[src/rtl/irqagg_pkg.sv]
package irqagg_pkg;
  // Register byte offsets; the host driver depends on these values.
  localparam logic [7:0] OFS_PEND  = 8'h16;
  localparam logic [7:0] OFS_LIVE  = 8'h18;
  localparam logic [7:0] OFS_ENSET = 8'h1A;
  localparam logic [7:0] OFS_ENCLR = 8'h1C;

  typedef enum logic [2:0] {
    SEL_NONE,
    SEL_PEND,
    SEL_LIVE,
    SEL_MASK
  } rd_sel_e;
endpackage

[src/rtl/irqagg_sync.sv]
module irqagg_sync #(
  parameter int unsigned W = 16
) (
  input  logic         clk,
  input  logic         rst_n,
  input  logic [W-1:0] async_i,
  output logic [W-1:0] sync_o
);
  logic [W-1:0] meta_q;
  logic [W-1:0] stab_q;

  for (genvar i = 0; i < W; i++) begin : g_line
    always_ff @(posedge clk or negedge rst_n) begin
      if (!rst_n) begin
        meta_q[i] <= 1'b0;
        stab_q[i] <= 1'b0;
      end else begin
        meta_q[i] <= async_i[i];
        stab_q[i] <= meta_q[i];
      end
    end
  end

  assign sync_o = stab_q;
endmodule

[src/rtl/irqagg_pending.sv]
module irqagg_pending #(
  parameter int unsigned W = 16
) (
  input  logic         clk,
  input  logic         rst_n,
  input  logic [W-1:0] level_i,
  input  logic         clr_we,
  input  logic [W-1:0] clr_bits,
  output logic [W-1:0] pend_q
);
  logic [W-1:0] last_q;
  logic [W-1:0] rise_v;
  logic [W-1:0] pend_n;
  logic [W-1:0] clr_v;

  always_comb begin
    rise_v = level_i & ~last_q;
    clr_v  = clr_we ? clr_bits : '0;
    // a fresh edge overrides a simultaneous clear
    pend_n = (pend_q & ~clr_v) | rise_v;
  end

  always_ff @(posedge clk or negedge rst_n) begin
    if (!rst_n) begin
      last_q <= '0;
      pend_q <= '0;
    end else begin
      last_q <= level_i;
      pend_q <= pend_n;
    end
  end


  edge_wins_chk: assert property (@(posedge clk) disable iff (!rst_n)
    (rise_v != '0) |=> ((pend_q & $past(rise_v)) == $past(rise_v)));


  w1c_clears_chk: assert property (@(posedge clk) disable iff (!rst_n)
    (clr_we && ((clr_bits & ~rise_v) != '0)) |=>
      ((pend_q & $past(clr_bits & ~rise_v)) == '0));


  no_retrigger_chk: assert property (@(posedge clk) disable iff (!rst_n)
    ($stable(level_i) && !clr_we) |=> $stable(pend_q));
endmodule

[src/rtl/irqagg_enmask.sv]
module irqagg_enmask #(
  parameter int unsigned W = 16
) (
  input  logic         clk,
  input  logic         rst_n,
  input  logic         set_we,
  input  logic         clr_we,
  input  logic [W-1:0] bits_i,
  output logic [W-1:0] mask_q
);
  logic         mask_en;
  logic [W-1:0] mask_n;

  always_comb begin
    mask_en = set_we | clr_we;
    mask_n  = mask_q;
    if (set_we) mask_n = mask_q | bits_i;
    else if (clr_we) mask_n = mask_q & ~bits_i;
  end

  always_ff @(posedge clk or negedge rst_n) begin
    if (!rst_n) mask_q <= '0;
    else if (mask_en) mask_q <= mask_n;
  end


  set_takes_chk: assert property (@(posedge clk) disable iff (!rst_n)
    set_we |=> ((mask_q & $past(bits_i)) == $past(bits_i)));


  clr_takes_chk: assert property (@(posedge clk) disable iff (!rst_n)
    clr_we |=> ((mask_q & $past(bits_i)) == '0));


  mask_hold_chk: assert property (@(posedge clk) disable iff (!rst_n)
    (!set_we && !clr_we) |=> $stable(mask_q));
endmodule

[src/rtl/irqagg_top.sv]
module irqagg_top #(
  parameter int unsigned LINES  = 16,
  parameter int unsigned ADDR_W = 8
) (
  input  logic              clk,
  input  logic              rst_n,
  input  logic [LINES-1:0]  src_i,
  input  logic [ADDR_W-1:0] bus_addr,
  input  logic              bus_we,
  input  logic [LINES-1:0]  bus_wdata,
  output logic [LINES-1:0]  bus_rdata,
  output logic              irq_o
);
  import irqagg_pkg::*;

  localparam logic [ADDR_W-1:0] A_PEND  = ADDR_W'(OFS_PEND);
  localparam logic [ADDR_W-1:0] A_LIVE  = ADDR_W'(OFS_LIVE);
  localparam logic [ADDR_W-1:0] A_ENSET = ADDR_W'(OFS_ENSET);
  localparam logic [ADDR_W-1:0] A_ENCLR = ADDR_W'(OFS_ENCLR);

  logic [LINES-1:0] live_v;
  logic [LINES-1:0] pend_q;
  logic [LINES-1:0] mask_q;
  logic [LINES-1:0] rd_n;
  logic [LINES-1:0] rd_q;
  logic             addr_hit;
  rd_sel_e          sel;

  always_comb begin
    unique case (bus_addr)
      A_PEND:           sel = SEL_PEND;
      A_LIVE:           sel = SEL_LIVE;
      A_ENSET, A_ENCLR: sel = SEL_MASK;
      default:          sel = SEL_NONE;
    endcase
    addr_hit = (sel != SEL_NONE);
  end

  irqagg_sync #(.W(LINES)) u_sync (
    .clk     (clk),
    .rst_n   (rst_n),
    .async_i (src_i),
    .sync_o  (live_v)
  );

  irqagg_pending #(.W(LINES)) u_pend (
    .clk      (clk),
    .rst_n    (rst_n),
    .level_i  (live_v),
    .clr_we   (bus_we && (bus_addr == A_PEND)),
    .clr_bits (bus_wdata),
    .pend_q   (pend_q)
  );

  irqagg_enmask #(.W(LINES)) u_mask (
    .clk    (clk),
    .rst_n  (rst_n),
    .set_we (bus_we && (bus_addr == A_ENSET)),
    .clr_we (bus_we && (bus_addr == A_ENCLR)),
    .bits_i (bus_wdata),
    .mask_q (mask_q)
  );

  always_comb begin
    unique case (sel)
      SEL_PEND: rd_n = pend_q;
      SEL_LIVE: rd_n = live_v;
      SEL_MASK: rd_n = mask_q;
      default:  rd_n = '0;
    endcase
  end

  always_ff @(posedge clk or negedge rst_n) begin
    if (!rst_n) rd_q <= '0;
    else        rd_q <= rd_n;
  end

  assign bus_rdata = rd_q;
  assign irq_o     = |(pend_q & mask_q);


  irq_needs_both_chk: assert property (@(posedge clk) disable iff (!rst_n)
    irq_o |-> ((pend_q != '0) && (mask_q != '0)));


  unmapped_read_zero_chk: assert property (@(posedge clk) disable iff (!rst_n)
    !addr_hit |=> (bus_rdata == '0));
endmodule

[config.mk]
export PLATFORM = sky130hd
export DESIGN_NAME = irqagg_top
export DESIGN_NICKNAME = d
export VERILOG_FILES = /design/src/rtl/irqagg_pkg.sv /design/src/rtl/irqagg_sync.sv /design/src/rtl/irqagg_pending.sv /design/src/rtl/irqagg_enmask.sv /design/src/rtl/irqagg_top.sv
export SDC_FILE = /design/constraint.sdc
export NUM_CORES = 1
export LEC_CHECK = 0
export ABC_CLOCK_PERIOD_IN_PS = 1000
export BUFFER_PORTS_ARGS = -buffer_cell sky130_fd_sc_hd__buf_2
export CAP_MARGIN = 15
export CORE_MARGIN = 2
export CORE_UTILIZATION = 35
export DETAILED_ROUTE_END_ITERATION = 16
export MAX_ROUTING_LAYER = met4
export PLACE_DENSITY_LB_ADDON = 0.25
export SLEW_MARGIN = 0
export SYNTH_ARGS = -nofsm -noshare
export SYNTH_HDL_FRONTEND = slang
export SYNTH_SLANG_ARGS = --single-unit
[constraint.sdc]
create_clock -name clk -period 1 [get_ports clk]
set_input_delay 0.2 -clock clk [delete_from_list [all_inputs] [get_ports clk]]
set_output_delay 0.2 -clock clk [all_outputs]
set_load 0.01 [all_outputs]
==> impl_summary.md, run 1 <==
Status
The flow ran to the end, but the final reports show violations. The checks that failed: negative setup slack.

Power and ir drop
In this run switching power makes up 23.5% of total power. Sequential cells account for 55.8% of the total power. The part of the power in the clock network is 36.2%. The internal power of the cells is 5.52 mW. The worst-case vdd ir drop is 800 uV. The power dissipated by switching net loads is 1.70 mW. Dividing total power by cell area gives a power density of 1420 mW/mm^2.

The combinational power share is 7.9%. Summed over all cells, the static leakage comes to 2.39 nW.

Detailed routing
In the final routed layout, each cell accounts on average for 17.7 um. The overall routed net length is 9.20 mm. The pre-antenna-repair detailed-routing pass consisted of 4 iterations.

Once detail routing completed, the nets flagged for antenna violations numbered 0. The number of violations reported at the end of detailed-routing iteration 0 is 87. The overall via count from detail_route is 2619. The number of remaining DRC errors is 0.

Dividing the detail-routed via count by the number of cells gives 5.05.

STA
Measured against its own limit, the worst slew margin works out to 81.1%. The max-slew violation count came to 0. The routed design could run at a clock period as short as 1730 ps.

The tightest hold path in the finished design has a slack of 158 ps. The final clock period utilization by the worst path is 173%. The final worst clock skew is 6.35 ps.

The count of final setup violators is 63. The transition at the pin with the smallest max-transition slack is 282 ps. The final count of hold timing violations came to 0.

Static timing analysis puts the maximum clock frequency at 578 MHz. Setup repair after global routing could not meet its margin everywhere. In the post-route analysis, the smallest setup slack over all paths is -730 ps.

After routing, the total negative slack on setup checks comes to -7060 ps.

Finish
Cells with a size suffix above 1 make up 46.9% of the layout. The layout filler cell count is 846. Excluding fillers, the count of instances in the completed layout stands at 519.

The area growth from synthesis to layout is 44.2%. After the last flow step, the layout net total stands at 424. Cells fill 52.0% of the core in the end. Leaving out fill and tap cells, the most frequent cells in the layout are dfrtp_1, buf_2, buf_4, nand4_1, dlygate4sd3_1.

The library cell used most frequently in the layout, excluding fill and tap cells, is dfrtp_1. The number of antenna diodes in the final layout is 0.

Critical path
The largest single stage delay on the critical path is 400 ps. The required time at the endpoint of the critical path is 800 ps. The number of gates on the worst path with buffers counted is 4.

The critical path class is reg2out. STA classifies the critical path endpoint as a primary output. The arrival time reported for the critical path endpoint is 1530 ps. The slack of the worst reg-to-reg path is -110 ps. The cell type of the slowest stage on the worst timing path is dfrtp_1. On the critical path the largest part of the delay comes from compound AO/OA/AOI/OAI gates. The worst setup path is launched from a register. Of all nets on the critical path, the largest fanout is 2. The signal on the critical path passes through a22o_1 -> a221oi_2 -> nand4_1 -> buf_2. The number of buffers and inverters on the critical path is 1. The number of cells on the worst reg-to-reg path is 3.

Logic synthesis
Synthesis produced a netlist whose cell count is 245. The mapped netlist covers 0.00352 mm^2. The average cell area after synthesis is 14.4 um^2. After synthesis the netlist holds a flip-flop and latch count of 96. The number of nets in the synthesized netlist is 288. The number of different library cells used by synthesis comes to 26. The share of synthesized area occupied by flip-flops and latches is 68.2%.

The number of synthesis warnings is 0.

Clock network
The TritonCTS sink count is 96. CTS placed an instance of clkbuf_8 at the clock tree root. The clock latency reported for the late side of the worst-skew pair is 360 ps. CTS built an H-tree with a depth of 3. Counting along the longest clock path gives a buffer depth of 2. TritonCTS built the clock tree.

The clock-pin slew of the registers on the worst-case setup and hold paths is 90 ps. TritonCTS created 9 clock buffers.

Die
In this run the vertical extent of the chip is 104 um. The initial cell density of the core is 36.0%. The overall die width is 104 um. Pin placement for this block handled 60 I/O pins. Row generation in the floorplan step produced 36 rows.

The standard cell core area is 0.00977 mm^2. The die area is 0.0109 mm^2.

Place
The weighted congestion reported at the end of routability-driven placement is 0.759. The placed wire-length estimate is 5.63 mm. The instance count after placement with tap cells included is 476.

The quantity of I/O buffers inserted on ports is 59.

Worst hold path
The worst hold path was traced through 3 stages. In this run the worst hold path is classified as in2reg.

Global routing
For this run the aggregate overflow at the end of global routing stands at 0. The via count of the first global-routing pass is 2852. The initial antenna violation count is 0.

The wire length of the first global-routing pass is 15.2 mm. Entering global routing, the biggest net connects 48 pins. Across every metal layer, demand over resource in global routing totals 18.9%.

Run
The reported max-cap violation count is 0.
==> power groups by stage <==
stage / logic (mW) / registers (mW) / clock network, mW
final: 0.574 / 4.03 / 2.61
after CTS: 0.573 / 4.03 / 2.71
after detailed placement: 0.467 / 4.11 / 0
after global routing: 0.622 / 4.05 / 2.91
after floorplan: 0.141 / 4.10 / 0
after global placement: 0.463 / 4.10 / 0
==> worst paths after layout <==
check                                   from                end
setup / recovery                    register              irq_o
hold / removal                 bus_wdata[11]  u_pend.pend_q[11]
setup reg to reg                    register      bus_rdata[14]
hold reg to reg            u_sync.meta_q[14]  u_sync.sync_o[14]
max in group asynchronous              rst_n   u_sync.meta_q[0]
min in group asynchronous              rst_n   u_sync.meta_q[7]
==> synthesized netlist by cell type, drive strengths merged <==
cell type  instances  area share, %
nor3b              3            1.3
nor2b              1           0.18
and3b              2           0.50
dfrtp             96             68
a221o             16            4.9
o2bb2ai           16            4.0
a22o               4           0.99
xor2               1           0.25
clkbuf             9           0.99
or4b               2           0.67
inv               16            1.7
mux2              16            5.1
buf                8            1.5
a221oi             4           0.99
nor4b              1           0.43
nor3              16            2.3
nand2b             1           0.18
nand4             33            5.9
==> tightest hold or removal path: stages <==
cell       delay [ps]
buf_2             110
nand4_1            70
o2bb2ai_1         100
==> timing repair <==
action	CTS	global route
hold endpoints to repair	112	0
gates cloned	4	0
pin swaps	3	16
endpoints found under the setup margin	49	63
resized for setup	11	11
buffers inserted	5	1
hold buffers	17	0
==> cells by family after synthesis <==
kind of cell           count (synthesis)  share of synthesized area, %
AO/OA/AOI/OAI                         40                          10.9
XOR/XNOR                               1                         0.249
multiplexers                          16                          5.11
buffers and inverters                 33                          4.23
flip-flops                            96                          68.2
AND/OR/NAND/NOR                       59                          11.4
==> per-layer routing <==
metal,track usage (%),part of all wire (%)
met1,21.5,41
met2,31.5,52
met3,4.95,4.9
met4,8.01,2.4
met5,-,0
==> layout make-up <==
| class | instances | area, um^2 | share of cell area (%) |
|---|---|---|---|
| sequential | 96 | 2400 | 47.3 |
| timing repair buffer | 142 | 1190 | 23.4 |
| multi-input combinational | 116 | 1050 | 20.7 |
| tap | 133 | 166 | 3.28 |
| clock buffer | 10 | 138 | 2.71 |
| clock inverter | 6 | 72.6 | 1.43 |
| inverter | 16 | 60.1 | 1.18 |
==> through the flow <==
| stage | instance area, um^2 | power [mW] | setup slack (ps) |
|---|---|---|---|
| 2_1_floorplan | 3600 | 4.24 | -520 |
| 3_3_place_gp | 4440 | 4.57 | -525 |
| 3_5_place_dp | 4440 | 4.57 | -550 |
| 4_1_cts | 5020 | 7.32 | -773 |
| 5_1_grt | 5080 | 7.58 | -828 |
| 6_report | 5080 | 7.22 | -730 |
No activity file was read; power rests on OpenSTA's default activity.
==> run 2, diff against run 1 <==
--- a/config.mk
+++ b/config.mk
@@ -7,4 +7,4 @@
 export LEC_CHECK = 0
+export ABC_AREA = 1
 export ABC_CLOCK_PERIOD_IN_PS = 1000
-export BUFFER_PORTS_ARGS = -buffer_cell sky130_fd_sc_hd__buf_2
 export CAP_MARGIN = 15
@@ -13,2 +13,3 @@
 export DETAILED_ROUTE_END_ITERATION = 16
+export DONT_BUFFER_PORTS = 1
 export MAX_ROUTING_LAYER = met4
--- a/constraint.sdc
+++ b/constraint.sdc
@@ -3,2 +3,2 @@
 set_output_delay 0.2 -clock clk [all_outputs]
-set_load 0.01 [all_outputs]
+set_load 0.005 [all_outputs]
==> run 2 against run 1 <==
Compared with the run above:
- global-route usage shrank 1.3 points
- hold slack lost 620 ps
- worst setup slack gained 250 ps
- clock power shrank 2%
- critical path depth is the same
- critical endpoint unchanged
- routed wire length shrank 7.1%
- die area grew 1.1%
- synthesized cell count grew 37%
- count of clock-buffer cells in the layout grew 4
- the run ends with negative hold slack, negative setup slack left
- design area shrank 9.6%
==> impl_summary.md, run 2 <==
Status
The run finished, with violations left. The final reports fail on negative hold slack, negative setup slack.

Logic synthesis
The share of synthesized area in the top cell type comes to 67.4%. The most used flip-flop cell after synthesis is dfrtp_1. The share of synthesized area occupied by flip-flops and latches is 67.4%. The netlist area before placement is 0.00356 mm^2. The number of standard cells after synthesis is 335. Of all cell types, the one taking the most synthesized area is dfrtp_1. By count the netlist is led by nand2_1, dfrtp_1, nand4_1. The post-synthesis register bit count is 96. By area the synthesized netlist is led by dfrtp_1, nand2_1, nand4_1.

The synthesized netlist contains 23 unique library cells. The most used standard cell by instance count after synthesis is nand2_1. The average cell area after synthesis is 10.6 um^2. The number of synthesis warnings is 0. For this run, asynchronously set or reset flops after synthesis account for 100%. Counting every net in the synthesized netlist gives 378. The number of enable flip-flop cells after synthesis is 0.

Global routing
The initial antenna violation count was 0. The total routing resource utilization after global routing is 17.6%. For this run the aggregate overflow at the end of global routing stands at 0. Entering global routing, the biggest net connects 97 pins. The wire length of the first global-routing pass is 14.4 mm.

The via count of the first global-routing pass is 2887.

Clock network
After clock tree synthesis, the clock-pin slew on the worst setup and hold paths is 90 ps. In this run, CTS created clock tree buffers numbering 9. The clock latency reported for the late side of the worst-skew pair is 360 ps. The number of hold buffers added after CTS was 27. The TritonCTS sink count is 96. The cell sitting at the root of the clock tree is a clkbuf_8. TritonCTS built the clock tree. The deepest clock path buffer count is 2. The H-tree was split into 3 levels.

Critical path
The number of buffers and inverters on the critical path is 0. The number of cells on the worst reg-to-reg path is 4. The critical path class is reg2out.

The cell type of the slowest stage on the worst timing path is dfrtp_1. Traced cell by cell, the critical path runs through nand2_1 -> nand4_1 -> nor3_2 -> nand3_2. In this design, the largest share of critical-path delay is due to simple AND/OR/NAND/NOR gates. The arrival time reported for the critical path endpoint is 1280 ps.

The peak per-stage delay on the critical path is 390 ps. The highest net fanout along the worst path is 2. The element type at the critical path end is a primary output. STA classifies the critical path startpoint as a register. The required time at the endpoint of the critical path is 800 ps. The number of gates on the worst path with buffers counted is 4.

STA
The final count of hold timing violations is 96. The final hold slack is -466 ps. The final clock period utilization by the worst path is 148%. Setup violations remaining at the end of the flow were counted as 1. Setup repair after global routing could not meet its margin everywhere. The tightest slew margin relative to the limit is 80.4%. The max-slew violation count was 0. The final period demand of the worst path is 1480 ps. For this run, the top clock speed supported by timing is 677 MHz. The worst-case setup margin in the final layout is -476 ps. The transition at the pin with the smallest max-transition slack is 294 ps. For the final database, setup skew stands at 10.9 ps.

Power and ir drop
Sequential cells account for 59.1% of the total power. The static leakage power is 2.20 nW. The switching power share of the total is 20.6%.

The clock network accounts for 37.6% of the total power. The internal power of the cells is 5.41 mW. Dividing total power by cell area gives a power density of 1480 mW/mm^2.

VDD sags by at most 741 uV. Combinational logic burns 3.3% of the power. For this design the total switching power over the nets is 1.41 mW.

Die
The standard cell core area is 0.00982 mm^2. The die height is 105 um. The floorplan step defined a die boundary enclosing 0.0110 mm^2. The die is 105 um wide.

The I/O pin total is 60. The initial cell density of the core is 36.3%. The number of placement rows is 36.

Finish
The number of antenna diodes in the final layout is 0. The final standard cell count with taps included and fillers excluded is 547. The post-route netlist has 19.8% of its cells at a drive strength greater than 1. The utilization after layout is 46.8%. From synthesis to final layout, the design area changed by 28.9%.

Leaving out fill and tap cells, the most frequent cell in the layout is nand2_1. The library cells used most frequently in the layout, excluding fill and tap cells, are nand2_1, dfrtp_1, buf_4, nand4_1, dlygate4sd3_1. The number of nets at the end of the flow is 452.

Place
The weighted congestion reported at the end of routability-driven placement is 0.845. Timing analysis after detailed placement gives a worst setup slack of -240 ps. Buffers placed on the I/O ports in this run total 0. Counting tap cells, the placed design contains a total of 500 instances.

Once detailed placement completed, the half-perimeter wirelength came to 5.37 mm.

Worst hold path
The path class of the lowest-slack min-delay path is in2async.

Detailed routing
The routed design has 8.55 mm of wire. The number of remaining DRC errors is 0. For this block, the initial DRC count from the detailed router was 168. The number of nets with antenna violations after detailed routing is 0. The first detailed-routing pass ran for 4 iterations. The routed wire length per instance is 15.6 um. Summing over every cut layer, the via total after detailed routing is 2627.

The vias per cell is 4.80.

Run
The reported max-cap violation count is 0.
==> run 2: per-stage QoR <==
step	total power, mW	TNS [ps]	area, um^2
2_1_floorplan	4.20	-1800	3630
3_3_place_gp	4.23	-6470	4080
3_5_place_dp	4.24	-7260	4080
4_1_cts	6.93	-529	4570
5_1_grt	7.11	-558	4590
6_report	6.81	-476	4590
==> run 2: area by class of cell <==
class	count	area, um^2
fill	954	5230
clock buffer	14	163
clock inverter	2	37.5
multi-input combinational	201	1030
timing repair buffer	74	661
sequential	96	2400
inverter	27	130
tap	133	166
==> run 2: kinds of logic after synthesis <==
kind of cell | share of synthesized area, %
AOI/OAI and AO/OA | 5.27
DFF | 67.4
and+or+nand+nor | 22.5
buffers and inverters | 4.85
==> run 2: power by group through the flow <==
stage | combinational (mW) | sequential, mW | clock, mW
2_1_floorplan | 0.104 | 4.09 | 0
3_3_place_gp | 0.130 | 4.10 | 0
3_5_place_dp | 0.132 | 4.11 | 0
4_1_cts | 0.223 | 4.03 | 2.68
5_1_grt | 0.242 | 4.04 | 2.83
6_report | 0.224 | 4.03 | 2.56
==> run 2: path summary, 6_finish.rpt <==
path / slack (ps) / from / end
hold reg to reg: 350 / u_sync.meta_q[5] / u_sync.sync_o[5]
setup / recovery: -480 / u_pend.pend_q[9] / irq_o
max in group asynchronous: 1340 / rst_n / u_pend.pend_q[10]
min in group clk: 20 / bus_wdata[3] / u_pend.pend_q[3]
hold / removal: -470 / rst_n / bus_rdata[14]
setup reg to reg: 70 / register / bus_rdata[14]
==> run 2: per-layer routing <==
layer  track usage (%)  vias to the layer above  part of all wire [%]
li1                  -                     1256                     -
met1              21.6                     1267                    43
met2              26.3                       75                    47
met3              4.80                       29                   5.5
met4              10.1                        0                   3.9
met5                 -                        -                     0
==> run 2: what timing repair did <==
action / in CTS / in global routing
resized for setup: 2 / 1
cloned: 0 / 0
pin swaps: 2 / 5
setup buffers: 1 / 3
endpoints found under the setup margin: 1 / 3
hold endpoints to repair: 125 / 96
==> run 2: worst reg2reg max path, stage by stage, from the launching register on <==
cell and delay, ps:
dfrtp_1 390, buf_4 130, buf_4 120, nand2_1 60
nand3_1 100
